<file path="config.mk">
export PLATFORM = sky130hd
export DESIGN_NAME = irqc_top
export DESIGN_NICKNAME = d
export VERILOG_FILES = /design/src/rtl/irqc_pkg.sv /design/src/rtl/irqc_sync2.sv /design/src/rtl/irqc_pin_qual.sv /design/src/rtl/irqc_pick.sv /design/src/rtl/irqc_top.sv
export SDC_FILE = /design/constraint.sdc
export NUM_CORES = 1
export LEC_CHECK = 0
export BUFFER_PORTS_ARGS = -buffer_cell sky130_fd_sc_hd__clkbuf_2
export CORE_ASPECT_RATIO = 0.7
export CORE_UTILIZATION = 25
export DETAILED_ROUTE_END_ITERATION = 8
export HOLD_SLACK_MARGIN = 0.06
export PLACE_DENSITY_LB_ADDON = 0.3
export SLEW_MARGIN = 10
export SYNTH_ARGS = -nofsm -noshare
export SYNTH_HDL_FRONTEND = slang
export SYNTH_SLANG_ARGS = --single-unit
</file>
<file path="constraint.sdc">
create_clock -name clk -period 11.11 [get_ports clk]
set_input_delay 0 -clock clk [delete_from_list [all_inputs] [get_ports clk]]
set_output_delay 0 -clock clk [all_outputs]
set_load 0.05 [all_outputs]
</file>
<file path="src/rtl/irqc_pkg.sv">
package irqc_pkg;
  localparam int unsigned LVL_W = 3;
  typedef logic [LVL_W-1:0] lvl_t;
endpackage

</file>
<file path="src/rtl/irqc_sync2.sv">
module irqc_sync2 #(
  parameter logic RST_VAL = 1'b0
) (
  input  logic clk,
  input  logic rst_n,
  input  logic d_i,
  output logic q_o
);
  logic meta_q;
  always_ff @(posedge clk or negedge rst_n) begin
    if (!rst_n) begin
      meta_q <= RST_VAL;
      q_o    <= RST_VAL;
    end else begin
      meta_q <= d_i;
      q_o    <= meta_q;
    end
  end
endmodule

</file>
<file path="src/rtl/irqc_pin_qual.sv">
module irqc_pin_qual #(
  parameter int unsigned MIN_CYC = 13
) (
  input  logic clk,
  input  logic rst_n,
  input  logic pin_i,
  input  logic pol_i,
  output logic event_o
);
  localparam int unsigned CNT_W = $clog2(MIN_CYC + 1);
  localparam logic [CNT_W-1:0] LAST = CNT_W'(MIN_CYC - 1);

  logic             pin_s;
  logic             lvl_q;
  logic             act;
  logic             act_prev_q;
  logic [CNT_W-1:0] cnt_q;

  irqc_sync2 #(.RST_VAL(1'b0)) u_sync (
    .clk  (clk),
    .rst_n(rst_n),
    .d_i  (pin_i),
    .q_o  (pin_s)
  );

  always_ff @(posedge clk or negedge rst_n) begin
    if (!rst_n) begin
      lvl_q      <= 1'b0;
      cnt_q      <= '0;
      act_prev_q <= 1'b0;
    end else begin
      act_prev_q <= act;
      if (pin_s != lvl_q) begin
        if (cnt_q == LAST) begin
          lvl_q <= pin_s;
          cnt_q <= '0;
        end else begin
          cnt_q <= cnt_q + 1'b1;
        end
      end else begin
        cnt_q <= '0;
      end
    end
  end

  assign act     = pol_i ? lvl_q : ~lvl_q;
  assign event_o = act & ~act_prev_q;
endmodule

</file>
<file path="src/rtl/irqc_pick.sv">
module irqc_pick
  import irqc_pkg::*;
#(
  parameter int unsigned N_SRC = 6,
  parameter int unsigned ID_W  = 3
) (
  input  logic [N_SRC-1:0]       pend_i,
  input  logic [N_SRC*LVL_W-1:0] lvl_i,
  output logic                   hit_o,
  output logic [ID_W-1:0]        id_o,
  output lvl_t                   lvl_o
);
  always_comb begin
    hit_o = 1'b0;
    id_o  = '0;
    lvl_o = '0;
    for (int i = 0; i < int'(N_SRC); i++) begin
      if (pend_i[i] && (lvl_i[i*LVL_W +: LVL_W] > lvl_o)) begin
        hit_o = 1'b1;
        id_o  = ID_W'(i);
        lvl_o = lvl_i[i*LVL_W +: LVL_W];
      end
    end
  end
endmodule

</file>
<file path="src/rtl/irqc_top.sv">
module irqc_top
  import irqc_pkg::*;
#(
  parameter int unsigned N_EXT   = 6,
  parameter int unsigned MIN_CYC = 13,
  localparam int unsigned ID_W   = (N_EXT > 1) ? $clog2(N_EXT) : 1
) (
  input  logic             clk,
  input  logic             rst_n,
  input  logic [N_EXT-1:0] ext_pin,
  input  logic             nmi_pin_n,
  input  logic             cfg_we,
  input  logic [ID_W-1:0]  cfg_idx,
  input  logic [LVL_W-1:0] cfg_level,
  input  logic             cfg_pol,
  input  logic             req_wr_en,
  input  logic [ID_W-1:0]  req_wr_idx,
  input  logic             req_wr_val,
  input  logic [LVL_W-1:0] cpu_ipl,
  output logic             irq_out,
  output logic             ack_valid,
  input  logic             ack_ready,
  output logic [ID_W-1:0]  ack_id,
  output logic [LVL_W-1:0] ack_lvl,
  output logic             nmi_req,
  input  logic             nmi_ack,
  output logic             nmi_level,
  input  logic             stop_wr,
  input  logic             stop_wdata,
  output logic             stop_mode
);
  logic [N_EXT-1:0]       pend_q, pend_d, set_v, clr_v, ev_v;
  logic [N_EXT*LVL_W-1:0] lvl_q;
  logic [N_EXT-1:0]       pol_q;
  logic                   nmi_s, nmi_prev_q;
  lvl_t                   win_lvl;

  // per-pin synchroniser, width qualifier and edge detector
  for (genvar g = 0; g < int'(N_EXT); g++) begin : g_pin
    irqc_pin_qual #(.MIN_CYC(MIN_CYC)) u_qual (
      .clk    (clk),
      .rst_n  (rst_n),
      .pin_i  (ext_pin[g]),
      .pol_i  (pol_q[g]),
      .event_o(ev_v[g])
    );

    always_ff @(posedge clk or negedge rst_n) begin
      if (!rst_n) begin
        lvl_q[g*LVL_W +: LVL_W] <= '0;
        pol_q[g]                <= 1'b1;
      end else if (cfg_we && (cfg_idx == ID_W'(g))) begin
        lvl_q[g*LVL_W +: LVL_W] <= cfg_level;
        pol_q[g]                <= cfg_pol;
      end
    end
  end

  irqc_pick #(.N_SRC(N_EXT), .ID_W(ID_W)) u_pick (
    .pend_i(pend_q),
    .lvl_i (lvl_q),
    .hit_o (ack_valid),
    .id_o  (ack_id),
    .lvl_o (win_lvl)
  );

  assign ack_lvl = win_lvl;
  assign irq_out = ack_valid && (win_lvl > cpu_ipl);

  // request bits: sets beat clears on the same edge
  always_comb begin
    set_v = ev_v;
    clr_v = '0;
    for (int i = 0; i < int'(N_EXT); i++) begin
      if (ack_valid && ack_ready && (ack_id == ID_W'(i))) clr_v[i] = 1'b1;
      if (req_wr_en && (req_wr_idx == ID_W'(i))) begin
        if (req_wr_val) set_v[i] = 1'b1;
        else            clr_v[i] = 1'b1;
      end
    end
    pend_d = (pend_q & ~clr_v) | set_v;
  end

  always_ff @(posedge clk or negedge rst_n) begin
    if (!rst_n) pend_q <= '0;
    else        pend_q <= pend_d;
  end

  // non-maskable path
  irqc_sync2 #(.RST_VAL(1'b1)) u_nmi_sync (
    .clk  (clk),
    .rst_n(rst_n),
    .d_i  (nmi_pin_n),
    .q_o  (nmi_s)
  );

  always_ff @(posedge clk or negedge rst_n) begin
    if (!rst_n) begin
      nmi_prev_q <= 1'b1;
      nmi_req    <= 1'b0;
      stop_mode  <= 1'b0;
    end else begin
      nmi_prev_q <= nmi_s;
      if (nmi_prev_q && !nmi_s) nmi_req <= 1'b1;
      else if (nmi_ack)         nmi_req <= 1'b0;
      if (!nmi_s)               stop_mode <= 1'b0;
      else if (stop_wr)         stop_mode <= stop_wdata;
    end
  end

  assign nmi_level = nmi_s;
endmodule

</file>
After elaboration in Yosys (flattened, before gate mapping)
Index checks and enable logic that the tools add are counted.
{"block": "classes", "n_addsub": 6, "magnitude_cmp": 7, "eq_ne": 28, "n_mux": 69, "bitwise": 21, "n_reduce_logical": 38}
{"operator": "4-bit 2-to-1 mux", "n": 12}
{"operator": "1-bit 2-to-1 mux", "n": 47}
{"operator": "1-bit logical AND", "n": 27}
{"operator": "4-bit by 1-bit adder with 4-bit output, second input constant", "n": 6}
{"operator": "4-bit == test, second input constant", "n": 6}
{"operator": "3-bit 2-to-1 mux", "n": 8}
{"operator": "3-bit by 2-bit == test with 1-bit output, second input constant", "n": 6}
{"operator": "3-bit == test, second input constant", "n": 6}
{"operator": "3-bit greater-than comparator", "n": 6}
{"operator": "1-bit NOT", "n": 12}
{"operator": "2-bit AND reduction", "n": 6}
{"operator": "3-bit by 1-bit == test with 1-bit output, second input constant", "n": 3}
{"operator": "3-bit zero test", "n": 3}
{"operator": "1-bit AND", "n": 6}
{"operator": "6-bit AND", "n": 1}
{"operator": "1-bit inequality test", "n": 6}
{"operator": "6-bit NOT", "n": 1}
{"operator": "6-bit bitwise OR", "n": 1}
{"operator": "2-bit 2-to-1 mux", "n": 2}
{"operator": "3-bit by 1-bit greater-than comparator with 1-bit output, second input constant", "n": 1}
{"operator": "2-bit inequality test, second input constant", "n": 1}
{"operator": "2-bit nonzero test", "n": 1}
{"operator": "1-bit zero test", "n": 1}
{"block": "word_totals", "ff_bits": 83, "in_bits": 29, "output_inout_bits": 11}

Depth between registers and ports, before layout
Gate-level depths: netlist of the first run.
{"block": "depth", "ltp_word": 26, "ltp_mapped": 39}

Modules after synthesis
Synthesis of the first run repeated with hierarchy kept, for this count alone.
{"block": "unflattened", "cells_unflattened": 367, "hier_area_um2": 4181.5}
{"module": "irqc_pin_qual", "instances": 6, "cells_per_inst": 25, "area_per_inst_um2": 280.3, "seq_area_each_um2": 150.1}
{"module": "irqc_top", "instances": 1, "cells_per_inst": 114, "area_per_inst_um2": 1510.2, "seq_area_each_um2": 834.6}
{"module": "irqc_pick", "instances": 1, "cells_per_inst": 89, "area_per_inst_um2": 636.9, "seq_area_each_um2": 0.0}
{"module": "irqc_sync2 (g_pin[0].u_qual.u_sync ...)", "instances": 6, "cells_per_inst": 2, "area_per_inst_um2": 50.0, "seq_area_each_um2": 50.0}
{"module": "irqc_sync2 (u_nmi_sync)", "instances": 1, "cells_per_inst": 2, "area_per_inst_um2": 52.6, "seq_area_each_um2": 52.6}

Worst setup path before layout of the first run
No wires, ideal clock.
{"block": "synth_path", "path_type": "reg-to-output", "startpoint": "register pend_q[0]", "endpoint": "output irq_out", "arrival_ns": 7.417, "setup_slack_ns": 3.693, "path_stages_with_launch": 38, "path_cell_list": "dfrtp_1 -> nand2_1 -> ha_1 -> nor2b_4 -> o31a_4 -> nand2_2 -> nand2_1 -> o21ai_0 -> ha_1 -> a211oi_1 -> o221ai_2 -> mux2_4 -> ha_1 -> nor2_1 -> a21oi_1 -> o22a_1 -> nor2_2 -> nand2_1 -> [... 2 more ...] -> nor2_1 -> o2111ai_2 -> and3_4 -> buf_6 -> a31oi_1 -> ha_1 -> nor2b_1 -> o21ai_0 -> nand2b_1 -> nand3_1 -> clkbuf_1 -> nor2_1 -> a21oi_1 -> ha_1 -> a21o_1 -> a21oi_1 -> a31oi_1 -> and2_1"}
{"block": "synth_via", "elab_chain_len": 19, "word_cells_on_any_way": 25, "cone_classes": "6 x order compare; 12 x mux; 7 x reduce/logical"}
{"item": "start: declaration", "line": "irqc_top.sv:32", "rtl": "logic [N_EXT-1:0] pend_q, pend_d, set_v, clr_v, ev_v;"}
{"item": "start signal: assignment", "line": "irqc_top.sv:86", "rtl": "else pend_q <= pend_d;"}
{"item": "1-bit logical AND (*)", "line": "irqc_pick.sv:18", "rtl": "if (pend_i[i] && (lvl_i[i*LVL_W +: LVL_W] > lvl_o)) begin"}
{"item": "3-bit 2-to-1 mux (*)", "line": "irqc_pick.sv:18"}
{"item": "3-bit greater-than comparator", "line": "irqc_pick.sv:18"}
{"item": "1-bit logical AND", "line": "irqc_pick.sv:18"}
{"item": "3-bit 2-to-1 mux (*)", "line": "irqc_pick.sv:18"}
{"item": "3-bit greater-than comparator", "line": "irqc_pick.sv:18"}
{"item": "1-bit logical AND", "line": "irqc_pick.sv:18"}
{"item": "3-bit 2-to-1 mux (*)", "line": "irqc_pick.sv:18"}
{"item": "[... 4 more ...]"}
{"item": "1-bit logical AND", "line": "irqc_pick.sv:18"}
{"item": "3-bit 2-to-1 mux (*)", "line": "irqc_pick.sv:18"}
{"item": "3-bit greater-than comparator", "line": "irqc_pick.sv:18"}
{"item": "1-bit logical AND", "line": "irqc_pick.sv:18"}
{"item": "3-bit 2-to-1 mux (*)", "line": "irqc_pick.sv:18"}
{"item": "net ack_lvl[1]", "line": "irqc_top.sv:24", "rtl": "output logic [LVL_W-1:0] ack_lvl,"}
{"item": "3-bit greater-than comparator (*)", "line": "irqc_top.sv:68", "rtl": "assign irq_out = ack_valid && (win_lvl > cpu_ipl);"}
{"item": "1-bit logical AND (*)", "line": "irqc_top.sv:68"}
{"item": "end: declaration", "line": "irqc_top.sv:20", "rtl": "output logic irq_out,"}
Mark *: on every way through the listed nets, which the timed path passes. The rest lies on a longest branch.

Final worst setup path of the first run
{"block": "layout_path", "startpoint": "register pend_q[0]", "endpoint": "output irq_out"}
{"block": "layout_via", "elab_chain_len": 19, "word_cells_on_any_way": 25, "cone_classes": "6 x order compare; 12 x mux; 7 x reduce/logical"}
{"item": "1-bit logical AND (*)", "line": "irqc_pick.sv:18"}
{"item": "3-bit 2-to-1 mux", "line": "irqc_pick.sv:18"}
{"item": "3-bit greater-than comparator", "line": "irqc_pick.sv:18"}
{"item": "1-bit logical AND", "line": "irqc_pick.sv:18"}
{"item": "3-bit 2-to-1 mux", "line": "irqc_pick.sv:18"}
{"item": "3-bit greater-than comparator", "line": "irqc_pick.sv:18"}
{"item": "1-bit logical AND", "line": "irqc_pick.sv:18"}
{"item": "3-bit 2-to-1 mux", "line": "irqc_pick.sv:18"}
{"item": "[... 3 more ...]"}
{"item": "3-bit greater-than comparator", "line": "irqc_pick.sv:18"}
{"item": "1-bit logical AND", "line": "irqc_pick.sv:18"}
{"item": "3-bit 2-to-1 mux", "line": "irqc_pick.sv:18"}
{"item": "3-bit greater-than comparator", "line": "irqc_pick.sv:18"}
{"item": "1-bit logical AND", "line": "irqc_pick.sv:18"}
{"item": "3-bit 2-to-1 mux", "line": "irqc_pick.sv:18"}
{"item": "3-bit greater-than comparator", "line": "irqc_top.sv:68"}
{"item": "1-bit logical AND (*)", "line": "irqc_top.sv:68"}
Mark *: on every way between the ends. The rest lies on a longest branch, timed or not.

==> impl_metrics.env, run 1 <==
export IMPL_p_total_uw=1480
export IMPL_synthesis_area_per_instance_um2=11.2
export IMPL_drtAntennaViolNets=0
export IMPL_outcome="completed"
export IMPL_finalSetupViolCount=0
export IMPL_route_vias_total=3220
export IMPL_synthesis_area_um2=4370
export IMPL_timing_critical_path_arrival_ns=7.89
export IMPL_worst_path_max_delay_cell="sky130_fd_sc_hd__dfrtp_1"
export IMPL_timing_worst_slew_pin_value_ns=0.908
export IMPL_wire_per_inst_um=14.4
export IMPL_power_leakage_uw=0.00231
export IMPL_synth_main_ff_cell="sky130_fd_sc_hd__dfrtp_1"
export IMPL_rsz0062_at_grt="false"
export IMPL_filler_cell_count=1749
export IMPL_critical_path_reg2reg_startpoint="pend_q[0]"
export IMPL_layout_drive_gt1_share=0.253
export IMPL_netlist_area_leader_share=0.424
export IMPL_synthesis_yosys_warnings=0
export IMPL_groute_usage_overall=0.120
export IMPL_drt_total_wl_um=10000
export IMPL_cts_buffer_depth=2
export IMPL_grt_pass1_wl_um=16900
export IMPL_initial_utilization=0.255
export IMPL_globalRouteOverflowTotal=0
export IMPL_timing_fmax_ghz=0.127
export IMPL_synth_async_sr_flop_share=1.00
export IMPL_cts_hold_buf=18
export IMPL_cts_htree_levels=3
export IMPL_drv_cap=0
export IMPL_postCtsResizedCells=0
export IMPL_place_hpwl_um=7570
export IMPL_synth_distinct_cells=63
export IMPL_cts_tree="done"
export IMPL_route_detailed_vias_per_inst=4.65
export IMPL_buffer_ports_inserted=39
export IMPL_pre_cts_ws_ns=3.62
export IMPL_final_max_slew_viol_count=0
export IMPL_syn_nets=445
export IMPL_post_synth_main_area_contributors="sky130_fd_sc_hd__dfrtp_1, sky130_fd_sc_hd__mux2_2, sky130_fd_sc_hd__ha_1, sky130_fd_sc_hd__dfstp_2, sky130_fd_sc_hd__a21oi_1"
export IMPL_min_delay_path_class="in2reg"
export IMPL_post_cts_setup_buffers=0
export IMPL_finalHoldViolCount=0
export IMPL_clk_pin_slew_worst_paths_ns=0.06
export IMPL_drtPass1Iterations=5
export IMPL_max_slew_margin_vs_limit=0.390
export IMPL_route_detailed_drc=0
export IMPL_crit_path_max_fanout=16
export IMPL_start_kind="flip-flop"
export IMPL_diodes=0
export IMPL_multi_input_gate_area_in_the_final_layout_um2=2140
export IMPL_power_density_nw_per_um2=278
export IMPL_die_area_um2=18000
export IMPL_floorplan_core_area_um2=17100
export IMPL_largest_net_degree_at_the_start_of_global_routing=74
export IMPL_cts_buffers=9
export IMPL_antenna_violations_before_repair=0
export IMPL_synth_seq_area_share=0.478
export IMPL_postSynthCellCount=392
export IMPL_die_h_um=113
export IMPL_timing_critical_path_from="pend_q[0]"
export IMPL_crit_top_cell="sky130_fd_sc_hd__ha_1"
export IMPL_rows=40
export IMPL_final_worst_path_period_share=0.710
export IMPL_clock_sinks=83
export IMPL_endpoint_kind="output port"
export IMPL_setup_ws_ns=3.22
export IMPL_postSynthRegisterBits=83
export IMPL_fin_worst_skew_ns=0.00760
export IMPL_critical_path_max_stage_delay_ns=0.42
export IMPL_worstSetupPathType="reg2out"
export IMPL_synth_edf_count=0
export IMPL_hold_path_startpoint="req_wr_idx[0]"
export IMPL_max_vdd_ir_drop_mv=0.293
export IMPL_place_gp_congestion=0.881
export IMPL_first_iter_violations=228
export IMPL_fin_nets=510
export IMPL_floorplan_die_width_um=160
export IMPL_design_portCount=40
export IMPL_final_min_clock_period_ns=7.89
export IMPL_synth_largest_area_cell="sky130_fd_sc_hd__dfrtp_1"
export IMPL_worstSkewPairLatency_ns=0.34
export IMPL_grt_pass1_vias=3327
export IMPL_sequential_cell_area_um2=2090
export IMPL_fin_tns_setup_ns=0
export IMPL_required_ns=11.11
export IMPL_root_buffer="sky130_fd_sc_hd__clkbuf_16"
export IMPL_flow_area_growth_from_synthesis_pct=21.6
## final timing paths
kind | endpoint | slack, ns | cells past startpoint
hold / removal | pend_q[0] | 0.11 | 3
min in group asynchronous | g_pin[3].u_qual.lvl_q | 0.44 | 3
hold reg to reg | g_pin[5].u_qual.u_sync.q_o | 0.35 | 0
max in group asynchronous | g_pin[3].u_qual.cnt_q[1] | 10.06 | 3
setup reg to reg | pend_q[4] | 3.94 | 31
setup / recovery | irq_out | 3.22 | 38
## Yosys cell counts (all sizes together), types with 4 or more instances
cell type	instances
xnor2	12
nand2b	6
nor3b	8
nor2b	13
nand3	13
mux2i	5
inv	33
a31oi	5
ha	24
mux2	28
or4	7
a21oi	31
dfstp	9
a211oi	4
nand2	22
o21ai	25
nor2	22
dfrtp	74
## registers in the layout, indices dropped and copies added, names as in the netlist
signal	flops
g_pin.u_qual.cnt_q	24
lvl_q	18
g_pin.u_qual.act_prev_q	6
g_pin.u_qual.lvl_q	6
g_pin.u_qual.u_sync.meta_q	6
g_pin.u_qual.u_sync.q_o	6
pend_q	6
pol_q	6
nmi_prev_q	1
nmi_req	1
stop_mode	1
u_nmi_sync.meta_q	1
u_nmi_sync.q_o	1
## cell usage in the layout, fill, tap and decap left out, types with 3 or more instances in the layout
master                          count
sky130_fd_sc_hd__clkbuf_2          38
sky130_fd_sc_hd__nor2_1            19
sky130_fd_sc_hd__o21ai_0           19
sky130_fd_sc_hd__o21ai_1            3
sky130_fd_sc_hd__nor3b_1            8
sky130_fd_sc_hd__ha_1              24
sky130_fd_sc_hd__dfrtp_1           74
sky130_fd_sc_hd__mux2i_1            5
sky130_fd_sc_hd__dfstp_2            9
sky130_fd_sc_hd__dlygate4sd3_1     18
sky130_fd_sc_hd__inv_1             33
sky130_fd_sc_hd__a211oi_1           4
sky130_fd_sc_hd__nor2b_1           11
sky130_fd_sc_hd__clkbuf_16          9
sky130_fd_sc_hd__nor3_1             3
sky130_fd_sc_hd__or4_1              7
sky130_fd_sc_hd__a21oi_1           31
sky130_fd_sc_hd__a31oi_1            3
sky130_fd_sc_hd__mux2_2            27
sky130_fd_sc_hd__a22oi_1            3
sky130_fd_sc_hd__xnor2_1           12
sky130_fd_sc_hd__nand2b_1           6
sky130_fd_sc_hd__nand2_1           19
sky130_fd_sc_hd__nand2_2            3
sky130_fd_sc_hd__nand3_1           13
sky130_fd_sc_hd__and2_1             3
## cell type report
class,instances,area share
clock buffers,11,0.0438
clock inverters,5,0.0115
inverters,33,0.0233
multi-input cells,272,0.402
flip-flops and latches,83,0.393
well taps,231,0.0544
repair buffers,58,0.0725
## layer usage
layer,track usage,vias to the layer above,part of all wire,wire [µm]
met5,0,-,0,0
met3,0.0329,13,0.059,595
li1,-,1542,-,-
met1,0.171,1562,0.51,5060
met2,0.172,103,0.42,4210
met4,0.0419,0,0.014,138
## critical path, delay by kind of cell, from the launching register on
family | cells | cell delay (ns)
compound gates | 14 | 2.18
fa+ha+maj | 6 | 1.55
buf+inv | 2 | 0.32
flops | 1 | 0.42
mux | 1 | 0.35
simple gates | 15 | 2.70
## stage by stage
step | utilization | cells | area [µm²] | hold slack [ns]
3_3_place_gp | 0.283 | 659 | 4840 | -0.160
6_report | 0.311 | 693 | 5320 | 0.109
3_5_place_dp | 0.283 | 659 | 4840 | -0.157
4_1_cts | 0.311 | 693 | 5320 | 0.0966
2_1_floorplan | - | 392 | 4370 | -0.296
5_1_grt | 0.311 | 693 | 5320 | 0.136
## kinds of logic (layout without fill, tap and decap cells)
family                     Yosys count  count (layout)  synth area share
xor gates and xnor gates            12              12            0.0240
AOI/OAI and AO/OA                   94              94             0.168
DFF                                 83              83             0.478
adders and majority gates           24              24            0.0687
and+or+nand+nor                    109             109             0.144
buffers and inverters               37             107            0.0338
muxes                               33              33            0.0844
## power breakdown
| part | leakage (µW) | internal, µW | switching (µW) |
|---|---|---|---|
| Clock | 0.000144 | 175 | 119 |
| Combinational | 0.00115 | 268 | 519 |
| Sequential | 0.00101 | 349 | 46.6 |
| Total | 0.00231 | 792 | 685 |
(Power assumes the default switching activity.)
==> run 2, diff against run 1 <==
==> constraint.sdc (replaced) <==
create_clock -name clk -period 7.5 [get_ports clk]
set_input_delay 0 -clock clk [delete_from_list [all_inputs] [get_ports clk]]
set_output_delay 0 -clock clk [all_outputs]
set_load 0.05 [all_outputs]
==> impl_metrics.env, run 2 (same netlist as run 1, synthesis figures left out) <==
export IMPL_outcome="completed"
export IMPL_max_vdd_ir_drop_mv=0.487
export IMPL_root_buffer="sky130_fd_sc_hd__clkbuf_16"
export IMPL_min_delay_path_class="in2async"
export IMPL_cts_buffer_depth=2
export IMPL_power_density_nw_per_um2=420
export IMPL_rows=40
export IMPL_cts_htree_levels=3
export IMPL_reg_top3="g_pin.u_qual.cnt_q: 24 flops, lvl_q: 18 flops"
export IMPL_timing_critical_path_from="pend_q[0]"
export IMPL_layout_drive_gt1_share=0.280
export IMPL_fin_util=0.313
export IMPL_clock_sinks=83
export IMPL_layout_cells_most_common="sky130_fd_sc_hd__dfrtp_1"
export IMPL_antenna_violations_before_repair=0
export IMPL_route_detailed_drc=0
export IMPL_grt_use_met2=0.179
export IMPL_grt_pass1_vias=3360
export IMPL_flow_area_growth_from_synthesis_pct=22.5
export IMPL_start_kind="flip-flop"
export IMPL_rsz0062_at_grt="false"
export IMPL_rrSetupSlack_ns=0.93
export IMPL_final_max_slew_viol_count=0
export IMPL_required_ns=7.50
export IMPL_worstSkewPairLatency_ns=0.34
export IMPL_floorplan_die_width_um=160
export IMPL_use_met3=0.0322
export IMPL_fin_nets=513
export IMPL_crit_path_max_fanout=12
export IMPL_fin_worst_skew_ns=0.0117
export IMPL_endpoint_kind="output port"
export IMPL_timing_critical_path_arrival_ns=7.03
export IMPL_final_worst_path_period_share=0.937
export IMPL_setup_ws_ns=0.474
export IMPL_crit_top_cell="sky130_fd_sc_hd__ha_1"
export IMPL_groute_usage_overall=0.120
export IMPL_route_vias_total=3191
export IMPL_buffer_ports_inserted=39
export IMPL_first_iter_violations=219
export IMPL_clk_pin_slew_worst_paths_ns=0.07
export IMPL_die_h_um=113
export IMPL_diodes=0
export IMPL_timing_worst_slew_pin_value_ns=0.941
export IMPL_floorplan_core_area_um2=17100
export IMPL_cts_buffers=9
export IMPL_power_leakage_uw=0.00232
export IMPL_place_gp_congestion=0.845
export IMPL_global_route_peak_usage_layer="met2"
export IMPL_critical_path_max_stage_delay_ns=0.41
export IMPL_path_delay_family="simple AND/OR/NAND/NOR gates"
export IMPL_worst_path_max_delay_cell="sky130_fd_sc_hd__dfrtp_2"
export IMPL_drtAntennaViolNets=0
export IMPL_finalHoldViolCount=0
export IMPL_flip_flop_count_of_the_largest_register_all_copies_and_words_added=24
export IMPL_drv_cap=0
export IMPL_cts_tree="done"
export IMPL_drt_total_wl_um=10200
export IMPL_critical_path_reg2reg_startpoint="pend_q[0]"
export IMPL_finalSetupViolCount=0
export IMPL_place_hpwl_um=7730
export IMPL_filler_cell_count=1770
export IMPL_fin_worst_hold_slack_ns=0.0812
export IMPL_max_slew_margin_vs_limit=0.368
export IMPL_die_area_um2=18000
export IMPL_wire_per_inst_um=14.6
export IMPL_grt_util_met1=0.168
export IMPL_globalRouteOverflowTotal=0
export IMPL_design_portCount=40
export IMPL_timing_fmax_ghz=0.142
export IMPL_drtPass1Iterations=4
export IMPL_combined_buffer_and_inverter_count_along_the_critical_path=2
export IMPL_top_register="g_pin.u_qual.cnt_q"
export IMPL_final_min_clock_period_ns=7.03
export IMPL_grt_pass1_wl_um=17100
export IMPL_p_total_uw=2250
export IMPL_worstSetupPathType="reg2out"
export IMPL_largest_net_degree_at_the_start_of_global_routing=66
export IMPL_route_detailed_vias_per_inst=4.58
export IMPL_initial_utilization=0.255
export IMPL_pre_cts_ws_ns=-0.0633
export IMPL_final_cell_mix="sky130_fd_sc_hd__dfrtp_1, sky130_fd_sc_hd__clkbuf_2, sky130_fd_sc_hd__inv_1, sky130_fd_sc_hd__a21oi_1, sky130_fd_sc_hd__mux2_2"
==> run 2: final cells by class <==
| cell class | count | area, µm² | share of cell area |
|---|---|---|---|
| clock buffers | 11 | 243 | 0.0453 |
| clock inverters | 5 | 36.3 | 0.00678 |
| inverters | 33 | 124 | 0.0231 |
| multi-input cells | 272 | 2170 | 0.405 |
| flip-flops and latches | 83 | 2090 | 0.390 |
| well taps | 231 | 289 | 0.0540 |
| repair buffers | 61 | 405 | 0.0757 |
==> run 2: power by group <==
group	internal (µW)	switching (µW)	leakage (µW)
logic	452	795	0.00117
clock network	235	178	0.000140
registers	517	70.7	0.00101
total	1200	1040	0.00232
==> run 2: stage by stage <==
step | cells | TNS (ns) | instance area, µm²
after detailed placement | 659 | -0.0633 | 4840
after CTS | 691 | 0 | 5300
final | 696 | 0 | 5360
after global routing | 696 | 0 | 5360
after floorplan | 392 | 0 | 4370
after global placement | 659 | 0 | 4840
==> run 2: layer usage <==
layer,wire length [µm],part of all wire
met1,4890,0.48
met2,4380,0.43
met3,794,0.078
met4,106,0.010
met5,0,0
==> run 2: worst register-to-register path: cells and delay by family, from the launching register on <==
kind	cells	cell delay, ns
AOI/OAI and AO/OA	12	2.01
and+or+nand+nor	13	1.56
buffers and inverters	2	0.72
muxes	1	0.35
adders and majority gates	5	1.39
DFF	1	0.41
==> run 2: path summary, 6_finish.rpt <==
path | to | cells after the start
setup / recovery | irq_out | 39
hold / removal | lvl_q[16] | 2
setup reg to reg | pend_q[4] | 33
hold reg to reg | g_pin[4].u_qual.u_sync.q_o | 0
max in group asynchronous | g_pin[1].u_qual.cnt_q[2] | 3
min in group clk | lvl_q[16] | 2
==> run 2: repair_timing <==
item	4_1_cts	5_1_grt
pin swaps	0	2
gates resized for setup	4	8
hold buffers	16	0
setup endpoints to repair	1	1
endpoints found under the hold margin	44	0
setup buffers	0	5
==> run 3, diff against run 2 <==
--- a/config.mk
+++ b/config.mk
@@ -5,9 +5,10 @@
 export SDC_FILE = /design/constraint.sdc
 export NUM_CORES = 1
 export LEC_CHECK = 0
+export ABC_AREA = 1
 export BUFFER_PORTS_ARGS = -buffer_cell sky130_fd_sc_hd__clkbuf_2
 export CORE_ASPECT_RATIO = 0.7
-export CORE_UTILIZATION = 25
+export CORE_UTILIZATION = 30
 export DETAILED_ROUTE_END_ITERATION = 8
 export HOLD_SLACK_MARGIN = 0.06
 export PLACE_DENSITY_LB_ADDON = 0.3
==> impl_metrics.env, run 3 <==
export IMPL_outcome="completed"
export IMPL_drt_total_wl_um=8420
export IMPL_finalHoldViolCount=0
export IMPL_synth_simple_gate_area_frac=0.214
export IMPL_die_h_um=101
export IMPL_drtAntennaViolNets=0
export IMPL_cts_htree_levels=3
export IMPL_crit_reg2reg_capture="pend_q[3]"
export IMPL_top_register="g_pin.u_qual.cnt_q"
export IMPL_flip_flop_count_of_the_largest_register_all_copies_and_words_added=24
export IMPL_layout_drive_gt1_share=0.203
export IMPL_timing_critical_path_from="lvl_q[0]"
export IMPL_clk_pin_slew_worst_paths_ns=0.06
export IMPL_synth_async_sr_flop_share=1.00
export IMPL_largest_net_degree_at_the_start_of_global_routing=84
export IMPL_post_synth_main_area_contributors="sky130_fd_sc_hd__dfrtp_1, sky130_fd_sc_hd__inv_1, sky130_fd_sc_hd__nand2_1, sky130_fd_sc_hd__ha_1, sky130_fd_sc_hd__dfstp_2"
export IMPL_min_delay_path_class="in2reg"
export IMPL_syn_nets=525
export IMPL_critical_path_max_stage_delay_ns=0.40
export IMPL_critical_path_reg2reg_startpoint="lvl_q[0]"
export IMPL_buffer_ports_inserted=39
export IMPL_floorplan_die_width_um=143
export IMPL_synth_main_ff_cell="sky130_fd_sc_hd__dfrtp_1"
export IMPL_die_area_um2=14400
export IMPL_route_vias_total=3132
export IMPL_synth_adder_area_share=0.0719
export IMPL_dpl_instance_area_um2=4600
export IMPL_fin_nets=591
export IMPL_timing_critical_path_arrival_ns=6.99
export IMPL_crit_top_cell="sky130_fd_sc_hd__nand2_1"
export IMPL_synth_largest_area_cell="sky130_fd_sc_hd__dfrtp_1"
export IMPL_design_area_um2=5070
export IMPL_place_gp_congestion=0.855
export IMPL_timing_fmax_ghz=0.143
export IMPL_worstSetupPathType="reg2out"
export IMPL_finalSetupViolCount=0
export IMPL_dominant_combinational_cell_family_by_area_after_synthesis="simple AND/OR/NAND/NOR gates"
export IMPL_grt_util_met1=0.176
export IMPL_root_buffer="sky130_fd_sc_hd__clkbuf_16"
export IMPL_final_min_clock_period_ns=6.99
export IMPL_antenna_violations_before_repair=0
export IMPL_reg_top3="g_pin.u_qual.cnt_q: 24 flops, lvl_q: 18 flops"
export IMPL_max_slew_margin_vs_limit=0.307
export IMPL_synthesis_area_um2=4180
export IMPL_fin_worst_hold_slack_ns=0.0630
export IMPL_required_ns=7.50
export IMPL_timing_worst_slew_pin_value_ns=1.04
export IMPL_wire_per_inst_um=11.6
export IMPL_endpoint_kind="output port"
export IMPL_drv_cap=0
export IMPL_clock_sinks=83
export IMPL_grt_use_met2=0.206
export IMPL_diodes=0
export IMPL_grt_pass1_wl_um=14400
export IMPL_power_leakage_uw=0.00258
export IMPL_yosys_area_share_xor_xnor=0.0378
export IMPL_start_kind="flip-flop"
export IMPL_post_cts_setup_buffers=0
export IMPL_grt_pass1_vias=3139
export IMPL_global_route_peak_usage_layer="met2"
export IMPL_groute_usage_overall=0.128
export IMPL_rows=35
export IMPL_cts_tree="done"
export IMPL_cts_buffers=9
export IMPL_flow_area_growth_from_synthesis_pct=21.4
export IMPL_final_max_slew_viol_count=0
export IMPL_drtPass1Iterations=4
export IMPL_design_portCount=40
export IMPL_synthesis_yosys_warnings=0
export IMPL_globalRouteOverflowTotal=0
export IMPL_critPathCapture="irq_out"
export IMPL_route_detailed_drc=0
export IMPL_synthesis_area_per_instance_um2=8.85
export IMPL_worstSkewPairLatency_ns=0.32
export IMPL_max_vdd_ir_drop_mv=0.156
export IMPL_fin_worst_skew_ns=0.00635
export IMPL_synth_commonest_cells="sky130_fd_sc_hd__inv_1, sky130_fd_sc_hd__nand2_1, sky130_fd_sc_hd__dfrtp_1"
export IMPL_synth_compound_area_frac=0.0770
export IMPL_netlist_area_leader_share=0.444
export IMPL_fin_util=0.380
export IMPL_yosys_mux_area_fraction=0.0162
export IMPL_synth_most_common_cell="sky130_fd_sc_hd__inv_1"
export IMPL_route_detailed_vias_per_inst=4.30
export IMPL_initial_utilization=0.313
export IMPL_floorplan_core_area_um2=13400
export IMPL_timing_reg2reg_worst_path_depth=49
export IMPL_final_worst_path_period_share=0.931
export IMPL_first_iter_violations=125
export IMPL_place_hpwl_um=6510
export IMPL_cts_buffer_depth=2
export IMPL_postSynthRegisterBits=83
export IMPL_power_density_nw_per_um2=379
export IMPL_crit_path_max_fanout=9
export IMPL_synth_edf_count=0
export IMPL_synth_seq_area_share=0.500
export IMPL_synth_distinct_cells=29
export IMPL_postSynthCellCount=472
export IMPL_final_cell_mix="sky130_fd_sc_hd__inv_1, sky130_fd_sc_hd__nand2_1, sky130_fd_sc_hd__dfrtp_1, sky130_fd_sc_hd__nor2_1, sky130_fd_sc_hd__clkbuf_2"
export IMPL_rrSetupSlack_ns=1.16
export IMPL_worst_path_max_delay_cell="sky130_fd_sc_hd__dfrtp_1"
export IMPL_use_met3=0.0238
-- run 3: worst min path at each step --
| stage | startpoint | endpoint | slack, ns | depth (start not counted) |
|---|---|---|---|---|
| floorplan | rst_n | g_pin[0].u_qual.act_prev_q | -0.30 | 0 |
| global placement | nmi_pin_n | u_nmi_sync.meta_q | 0.09 | 1 |
| detailed placement | nmi_pin_n | u_nmi_sync.meta_q | 0.1 | 1 |
| CTS | req_wr_en | pend_q[5] | 0.06 | 4 |
| global route | cfg_level[2] | lvl_q[11] | 0.08 | 3 |
| finish | cfg_level[2] | lvl_q[17] | 0.06 | 3 |
-- run 3: metrics by stage --
stage	TNS, ns	power (µW)	instances	worst slack (ns)
finish	0	1920	728	0.514
global route	-0.00340	2060	728	-0.00340
CTS	0	1900	728	0.183
detailed placement	0	1470	696	0.567
global placement	0	1440	696	0.888
floorplan	0	1260	472	0.252
-- run 3: metal layers --
layer | routed length, µm | share of wire
met1 | 4270 | 0.51
met5 | 0 | 0
met2 | 3830 | 0.46
met3 | 307 | 0.036
met4 | 10 | 0.0012
-- run 3: area by class of cell --
type                    count  area (µm²)
repair buffers             55         360
well taps                 185         231
clock buffers              14         264
clock inverters             2        12.5
inverters                  92         348
fillers                  1390        8290
flip-flops and latches     83        2090
multi-input cells         297        1770
-- run 3: cell families after synthesis --
family / after synthesis
simple gates: 191
buf+inv: 92
flops: 83
compound gates: 58
fa+ha+maj: 24
xor+xnor: 18
mux: 6
-- run 3: worst max-delay path: cells and delay by family, from the launching register on --
kind,cells,cell delay (ns)
adders and majority gates,6,1.71
and+or+nand+nor,28,2.79
AOI/OAI and AO/OA,9,1.11
buffers and inverters,8,0.65
DFF,1,0.40
-- run 3: power by group --
group          internal [µW]  switching, µW
clock network            242            162
registers                512           47.6
logic                    289            667
-- run 3: what timing repair did --
action	in CTS	in global routing
hold buffers	16	0
setup endpoints to repair	0	1
endpoints found under the hold margin	101	0
resized for setup	0	15
